--- config.mk ---
export PLATFORM = sky130hd
export DESIGN_NAME = sync_shift_port
export DESIGN_NICKNAME = d
export VERILOG_FILES = /design/src/rtl/ssp_pkg.sv /design/src/rtl/ssp_slot_timer.sv /design/src/rtl/ssp_tx_shifter.sv /design/src/rtl/ssp_rx_shifter.sv /design/src/rtl/sync_shift_port.sv
export SDC_FILE = /design/constraint.sdc
export NUM_CORES = 1
export LEC_CHECK = 0
export BUFFER_PORTS_ARGS = -buffer_cell sky130_fd_sc_hd__clkbuf_2
export CAP_MARGIN = 20
export CORE_AREA = 2 2 90 75
export CTS_BUF_LIST = sky130_fd_sc_hd__clkbuf_2
export CTS_CLUSTER_SIZE = 14
export DETAILED_ROUTE_END_ITERATION = 8
export DIE_AREA = 0 0 92 77
export RECOVER_POWER = 50
export SYNTH_ARGS = -nofsm -noshare
export SYNTH_HDL_FRONTEND = slang
export SYNTH_SLANG_ARGS = --single-unit
--- constraint.sdc ---
create_clock -name clk_i -period 5.6 [get_ports clk_i]
set_input_delay 1.12 -clock clk_i [delete_from_list [all_inputs] [get_ports clk_i]]
set_output_delay 1.12 -clock clk_i [all_outputs]
set_load 0.03 [all_outputs]
--- src/rtl/ssp_pkg.sv ---
package ssp_pkg;
  typedef enum logic [1:0] {
    ST_IDLE  = 2'd0,
    ST_ARMED = 2'd1,
    ST_SEND  = 2'd2
  } ssp_state_e;
endpackage

--- src/rtl/ssp_slot_timer.sv ---
module ssp_slot_timer #(
  parameter int DIV_W = 8
) (
  input  logic             clk_i,
  input  logic             rst_ni,
  input  logic             run_i,
  input  logic [DIV_W-1:0] div_i,
  output logic             mid_o,
  output logic             end_o
);
  localparam logic [DIV_W-1:0] MIN_LEN = DIV_W'(2);
  localparam logic [DIV_W-1:0] ONE     = DIV_W'(1);

  logic [DIV_W-1:0] len, half, cnt_q;

  assign len  = (div_i < MIN_LEN) ? MIN_LEN : div_i;
  assign half = len >> 1;

  always_ff @(posedge clk_i or negedge rst_ni) begin
    if (!rst_ni)                cnt_q <= '0;
    else if (!run_i)            cnt_q <= '0;
    else if (cnt_q >= len - ONE) cnt_q <= '0;
    else                        cnt_q <= cnt_q + ONE;
  end

  // low phase first, high phase second
  assign mid_o = run_i && (cnt_q == half - ONE);
  assign end_o = run_i && (cnt_q >= len - ONE);
endmodule

--- src/rtl/ssp_tx_shifter.sv ---
module ssp_tx_shifter #(
  parameter int DATA_W = 8
) (
  input  logic              clk_i,
  input  logic              rst_ni,
  input  logic              load_i,
  input  logic [DATA_W-1:0] data_i,
  input  logic              shift_i,
  output logic              bit_o,
  output logic              last_o
);
  localparam int              SR_W     = DATA_W + 1;
  localparam logic [DATA_W-1:0] LAST_PAT = DATA_W'(1);

  logic [SR_W-1:0] sr_q;

  always_ff @(posedge clk_i or negedge rst_ni) begin
    if (!rst_ni)      sr_q <= '0;
    else if (load_i)  sr_q <= {1'b1, data_i};
    else if (shift_i) sr_q <= {1'b0, sr_q[SR_W-1:1]};
  end

  assign bit_o  = sr_q[0];
  // marker sits just above the MSB, which is at the output
  assign last_o = (sr_q[SR_W-1:1] == LAST_PAT);
endmodule

--- src/rtl/ssp_rx_shifter.sv ---
module ssp_rx_shifter #(
  parameter int DATA_W = 8
) (
  input  logic              clk_i,
  input  logic              rst_ni,
  input  logic              preload_i,
  input  logic              shift_i,
  input  logic              bit_i,
  output logic              full_o,
  output logic [DATA_W-1:0] byte_o
);
  localparam logic [DATA_W-1:0] SEED = {{(DATA_W-1){1'b1}}, 1'b0};

  logic [DATA_W-1:0] sr_q, sr_nxt;

  assign sr_nxt = {sr_q[DATA_W-2:0], bit_i};

  always_ff @(posedge clk_i or negedge rst_ni) begin
    if (!rst_ni)         sr_q <= '1;
    else if (preload_i)  sr_q <= SEED;
    else if (shift_i)    sr_q <= sr_nxt;
  end

  // seed zero at top: the coming shift completes the byte
  assign full_o = ~sr_q[DATA_W-1];

  // first bit in ends at the top; reverse so it becomes bit 0
  for (genvar i = 0; i < DATA_W; i++) begin : g_rev
    assign byte_o[i] = sr_nxt[DATA_W-1-i];
  end
endmodule

--- src/rtl/sync_shift_port.sv ---
module sync_shift_port
  import ssp_pkg::*;
#(
  parameter int DATA_W = 8,
  parameter int DIV_W  = 8
) (
  input  logic              clk_i,
  input  logic              rst_ni,
  input  logic              en_i,
  input  logic              rx_en_i,
  input  logic [DIV_W-1:0]  div_i,
  input  logic              wr_i,
  input  logic [DATA_W-1:0] wdata_i,
  input  logic              clr_tx_i,
  input  logic              clr_rx_i,
  output logic [DATA_W-1:0] rdata_o,
  output logic              tx_done_o,
  output logic              rx_done_o,
  output logic              sclk_o,
  output logic              sdo_o,
  input  logic              sdi_i
);
  ssp_state_e        state_q;
  logic              sclk_q, rx_act_q, tx_done_q, rx_done_q;
  logic [DATA_W-1:0] rdata_q;

  logic mid_w, end_w, send_w, wr_ok;
  logic tx_bit, tx_last, tx_shift, tx_fin;
  logic rx_full, rx_shift, rx_fin;
  logic [DATA_W-1:0] rx_byte;

  assign send_w   = (state_q == ST_SEND);
  assign wr_ok    = en_i && wr_i && (state_q == ST_IDLE);
  assign tx_shift = send_w && end_w;
  assign tx_fin   = tx_shift && tx_last;
  assign rx_shift = send_w && mid_w && rx_act_q;
  assign rx_fin   = rx_shift && rx_full;

  ssp_slot_timer #(.DIV_W(DIV_W)) u_timer (
    .clk_i  (clk_i),
    .rst_ni (rst_ni),
    .run_i  (en_i),
    .div_i  (div_i),
    .mid_o  (mid_w),
    .end_o  (end_w)
  );

  ssp_tx_shifter #(.DATA_W(DATA_W)) u_tx (
    .clk_i   (clk_i),
    .rst_ni  (rst_ni),
    .load_i  (wr_ok),
    .data_i  (wdata_i),
    .shift_i (tx_shift),
    .bit_o   (tx_bit),
    .last_o  (tx_last)
  );

  ssp_rx_shifter #(.DATA_W(DATA_W)) u_rx (
    .clk_i     (clk_i),
    .rst_ni    (rst_ni),
    .preload_i (wr_ok && rx_en_i),
    .shift_i   (rx_shift),
    .bit_i     (sdi_i),
    .full_o    (rx_full),
    .byte_o    (rx_byte)
  );

  always_ff @(posedge clk_i or negedge rst_ni) begin
    if (!rst_ni) begin
      state_q  <= ST_IDLE;
      sclk_q   <= 1'b1;
      rx_act_q <= 1'b0;
    end else if (!en_i) begin
      state_q  <= ST_IDLE;
      sclk_q   <= 1'b1;
      rx_act_q <= 1'b0;
    end else begin
      unique case (state_q)
        ST_IDLE: if (wr_ok) begin
          state_q  <= ST_ARMED;
          rx_act_q <= rx_en_i;
        end
        ST_ARMED: if (end_w) begin
          state_q <= ST_SEND;
          sclk_q  <= 1'b0;
        end
        ST_SEND: begin
          if (mid_w)  sclk_q   <= 1'b1;
          if (rx_fin) rx_act_q <= 1'b0;
          if (end_w) begin
            if (tx_last) state_q <= ST_IDLE;
            else         sclk_q  <= 1'b0;
          end
        end
        default: state_q <= ST_IDLE;
      endcase
    end
  end

  // set beats clear
  always_ff @(posedge clk_i or negedge rst_ni) begin
    if (!rst_ni) begin
      tx_done_q <= 1'b0;
      rx_done_q <= 1'b0;
      rdata_q   <= '0;
    end else begin
      tx_done_q <= tx_fin | (tx_done_q & ~clr_tx_i);
      rx_done_q <= rx_fin | (rx_done_q & ~clr_rx_i);
      if (rx_fin) rdata_q <= rx_byte;
    end
  end

  assign sclk_o    = sclk_q;
  assign sdo_o     = send_w ? tx_bit : 1'b1;
  assign rdata_o   = rdata_q;
  assign tx_done_o = tx_done_q;
  assign rx_done_o = rx_done_q;
endmodule

==> results.py <==
metrics = {
    "outcome": {
        "status": "complete, but fails checks",
        "violations": "capacitance limit, slew limit",
    },
    "floorplanning": {
        "num_io_pins": 36,
        "num_rows": 26,
        "dieArea_mm2": 0.00708,
        "die_h_um": 77,
        "fp.dieW_um": 92,
        "core_mm2": 0.00618,
        "start_util": 0.377,
    },
    "power_and_ir_drop": {
        "cellLeakagePower_nw": 1.18,
        "ir_drop_uv": 110,
        "total_power_mw": 0.611,
        "pwr_density_cell_mw_per_mm2": 230,
    },
    "cts": {
        "clock-root-buffer": "clkbuf_2",
        "cts-resized-gates": 0,
        "cts_buffers": 5,
        "cts_tree": "built",
        "clockBufferDepth": 2,
        "clkTransAtPathRegs_ns": 0.20,
        "post_cts_buffers": 0,
        "ctsHoldBuffers": 0,
        "cts_sinks": 39,
        "htreeDepth": 2,
        "clkLatencyLatePin_ns": 0.40,
    },
    "logic_synthesis": {
        "synth.area.top_cells": "dfrtp_1 32%, dfstp_2 10%, ha_1 6.4%, nor2_1 4.0%, mux2_2 3.9%",
        "synthesis.nets": 270,
        "synth_top_area_share": 0.322,
        "netlist_area_mm2": 0.00233,
        "synth_edf_count": 0,
        "yosys_register_bits": 39,
        "synth-seq-area-share": 0.424,
        "synthTopCellsByCount": "30 x dfrtp_1, 25 x nor2_1, 20 x nand2_1, 12 x ha_1",
        "yosys_warnings": 0,
        "synth_most_common_cell": "dfrtp_1",
        "netlist-cell-type-count": 49,
        "avgSynthCellArea_um2": 9.96,
        "netlist.top_cell.by_area": "dfrtp_1",
        "ys_async_sr_fraction": 1.00,
        "synth_top_flop_cell": "dfrtp_1",
        "syn_inst": 234,
    },
    "placed_design": {
        "dp_cells": 346,
        "placed_area_mm2": 0.00256,
        "place_worst_setup_slack_ns": 1.04,
        "hpwl_um": 3590,
        "numPortBuffers": 35,
        "gp_congestion": 0.846,
    },
    "worst_setup_path": {
        "crit_chain": "clkbuf_2 -> nor3_1 -> a21oi_1 -> ha_1 -> nand3_1 -> nand2_1 -> or3_1 -> xor2_1 -> ha_1 -> a21o_1 -> a21o_1 -> a21oi_1 -> o21a_1 -> nor2_1 -> o311ai_0",
        "cp_top_family": "compound AO/OA/AOI/OAI gates",
        "critPathMaxStageDelay_ns": 0.42,
        "cp.required_ns": 5.87,
        "endpoint_kind": "flop",
        "worst-setup-path-type": "in2reg",
        "critPathLaunchType": "input port",
        "critical_path_arrival_ns": 4.43,
        "cp_max_fo": 11,
        "cp_slowest_cell": "o311ai_0",
        "worstPathBufferInverterCount": 1,
    },
    "finish": {
        "layout.nets": 306,
        "final_cells": 355,
        "syn_to_final_growth_pct": 13.9,
        "post-route-util": 0.429,
        "fin_area_mm2": 0.00265,
        "diodes": 0,
        "fillCellCount": 617,
        "drive_gt1_frac": 0.214,
    },
    "route": {
        "wire_per_inst_um": 13.9,
        "route.detailed.drc": 0,
        "antenna_left": 0,
        "vias": 1816,
        "dr.pass1.iters": 5,
        "drt_iter0_drc": 132,
        "viasPerCell": 5.12,
        "routed_wl_um": 4950,
    },
    "sta": {
        "hold_viol": 0,
        "setup_violations": 0,
        "fin_setup_tns_ns": 0,
        "setup_slack_ns": 1.45,
        "holdWs_ns": 0.495,
        "fin_worst_skew_ns": 0.0210,
        "fmax_mhz": 241,
        "slew_headroom": -0.320,
        "rsz0062_at_grt": "no",
        "finalCriticalPeriod_ns": 4.15,
        "timing.final.crit_share": 0.742,
        "worst_pin_slew_ns": 1.98,
        "maxSlewViolCount": 38,
    },
    "global_route": {
        "use_met1": 0.235,
        "grt_use_met2": 0.208,
        "grt_pass1_vias": 1739,
        "overflow": 0,
        "grt_max_degree": 40,
        "grt_use_total": 0.150,
        "antenna_found_initial": 0,
        "top_usage_layer": "met1",
        "grt_util_met3": 0.0344,
        "grt_pass1_wl_um": 8590,
    },
    "min_path": {
        "hold_path_class": "in2async",
    },
    "run": {
        "maxCapViolations": 1,
    },
}
sequential cells by signal, indices dropped and copies added (netlist names):
register       cells
u_tx.sr_q          9
rdata_o            8
u_rx.sr_q          8
u_timer.cnt_q      8
state_q            2
rx_act_q           1
rx_done_o          1
sclk_o             1
tx_done_o          1
layout make-up:
type | count | area [µm²] | share of cell area
Multi-Input combinational cell | 178 | 1260 | 0.475
Sequential cell | 39 | 987 | 0.372
Timing Repair Buffer | 36 | 170 | 0.0642
Tap cell | 84 | 105 | 0.0396
Clock inverter | 3 | 67.6 | 0.0255
Inverter | 10 | 37.5 | 0.0142
Clock buffer | 5 | 25.0 | 0.00943
kinds of logic after synthesis:
group	count (synthesis)	share of synthesized area
compound gates	39	0.117
xor+xnor	18	0.0741
fa+ha+maj	12	0.0644
buf+inv	17	0.0354
flops	39	0.424
mux	16	0.0730
simple gates	93	0.213
worst register-to-register path, cell delays in order (launching register included):
cell and delay (ns):
dfrtp_1 0.52, inv_1 0.10, ha_1 0.29, nand2b_1 0.14
a211o_1 0.29, a21oi_1 0.18, o21a_1 0.38, nor2_1 0.20
o311ai_0 0.42
worst paths after layout:
check / start / end / slack (ns) / cells after the start
max in group asynchronous: rst_ni / u_timer.cnt_q[5]$_DFF_PN0_ / 3.04 / 2
setup reg to reg: u_timer.cnt_q[0]$_DFF_PN0_ / u_tx.sr_q[1]$_DFFE_PN0P_ / 2.95 / 8
setup / recovery: div_i[3] / u_tx.sr_q[1]$_DFFE_PN0P_ / 1.45 / 15
hold / removal: rst_ni / u_timer.cnt_q[3]$_DFF_PN0_ / 0.50 / 1
hold reg to reg: u_rx.sr_q[0]$_DFFE_PN1P_ / u_rx.sr_q[0]$_DFFE_PN1P_ / 0.50 / 2
min in group clk_i: u_rx.sr_q[0]$_DFFE_PN1P_ / u_rx.sr_q[0]$_DFFE_PN1P_ / 0.50 / 2
metal layers:
metal,part of all wire,up-vias,wire [µm]
met4,0.0022,0,11
met5,0,-,0
met2,0.43,39,2140
li1,-,908,-
met1,0.52,866,2570
met3,0.046,3,227
report_power, final:
part | internal (mW) | switching (mW)
sequential | 0.298 | 0.0126
clock | 0.120 | 0.0984
combinational | 0.0366 | 0.0457
cells in the final DEF, fill, tap and decap left out, types with 3 or more instances in the layout:
cell	synthesis	layout
nor2b_1	6	6
clkbuf_2	0	33
xnor2_1	7	7
a221o_1	3	3
o311ai_0	4	4
dfrtp_1	30	30
nor3_1	4	4
mux2_2	8	8
mux2i_1	8	8
clkbuf_1	3	8
o21a_1	3	3
xor2_1	10	10
a21oi_1	10	10
and3_1	5	5
dfstp_2	9	9
ha_1	12	12
o21ai_0	4	4
nand3_1	10	10
a21o_1	3	3
inv_1	10	10
nor4_1	4	4
nand2_1	20	20
nor2_1	25	25
Power figures use the tool's default switching activity.
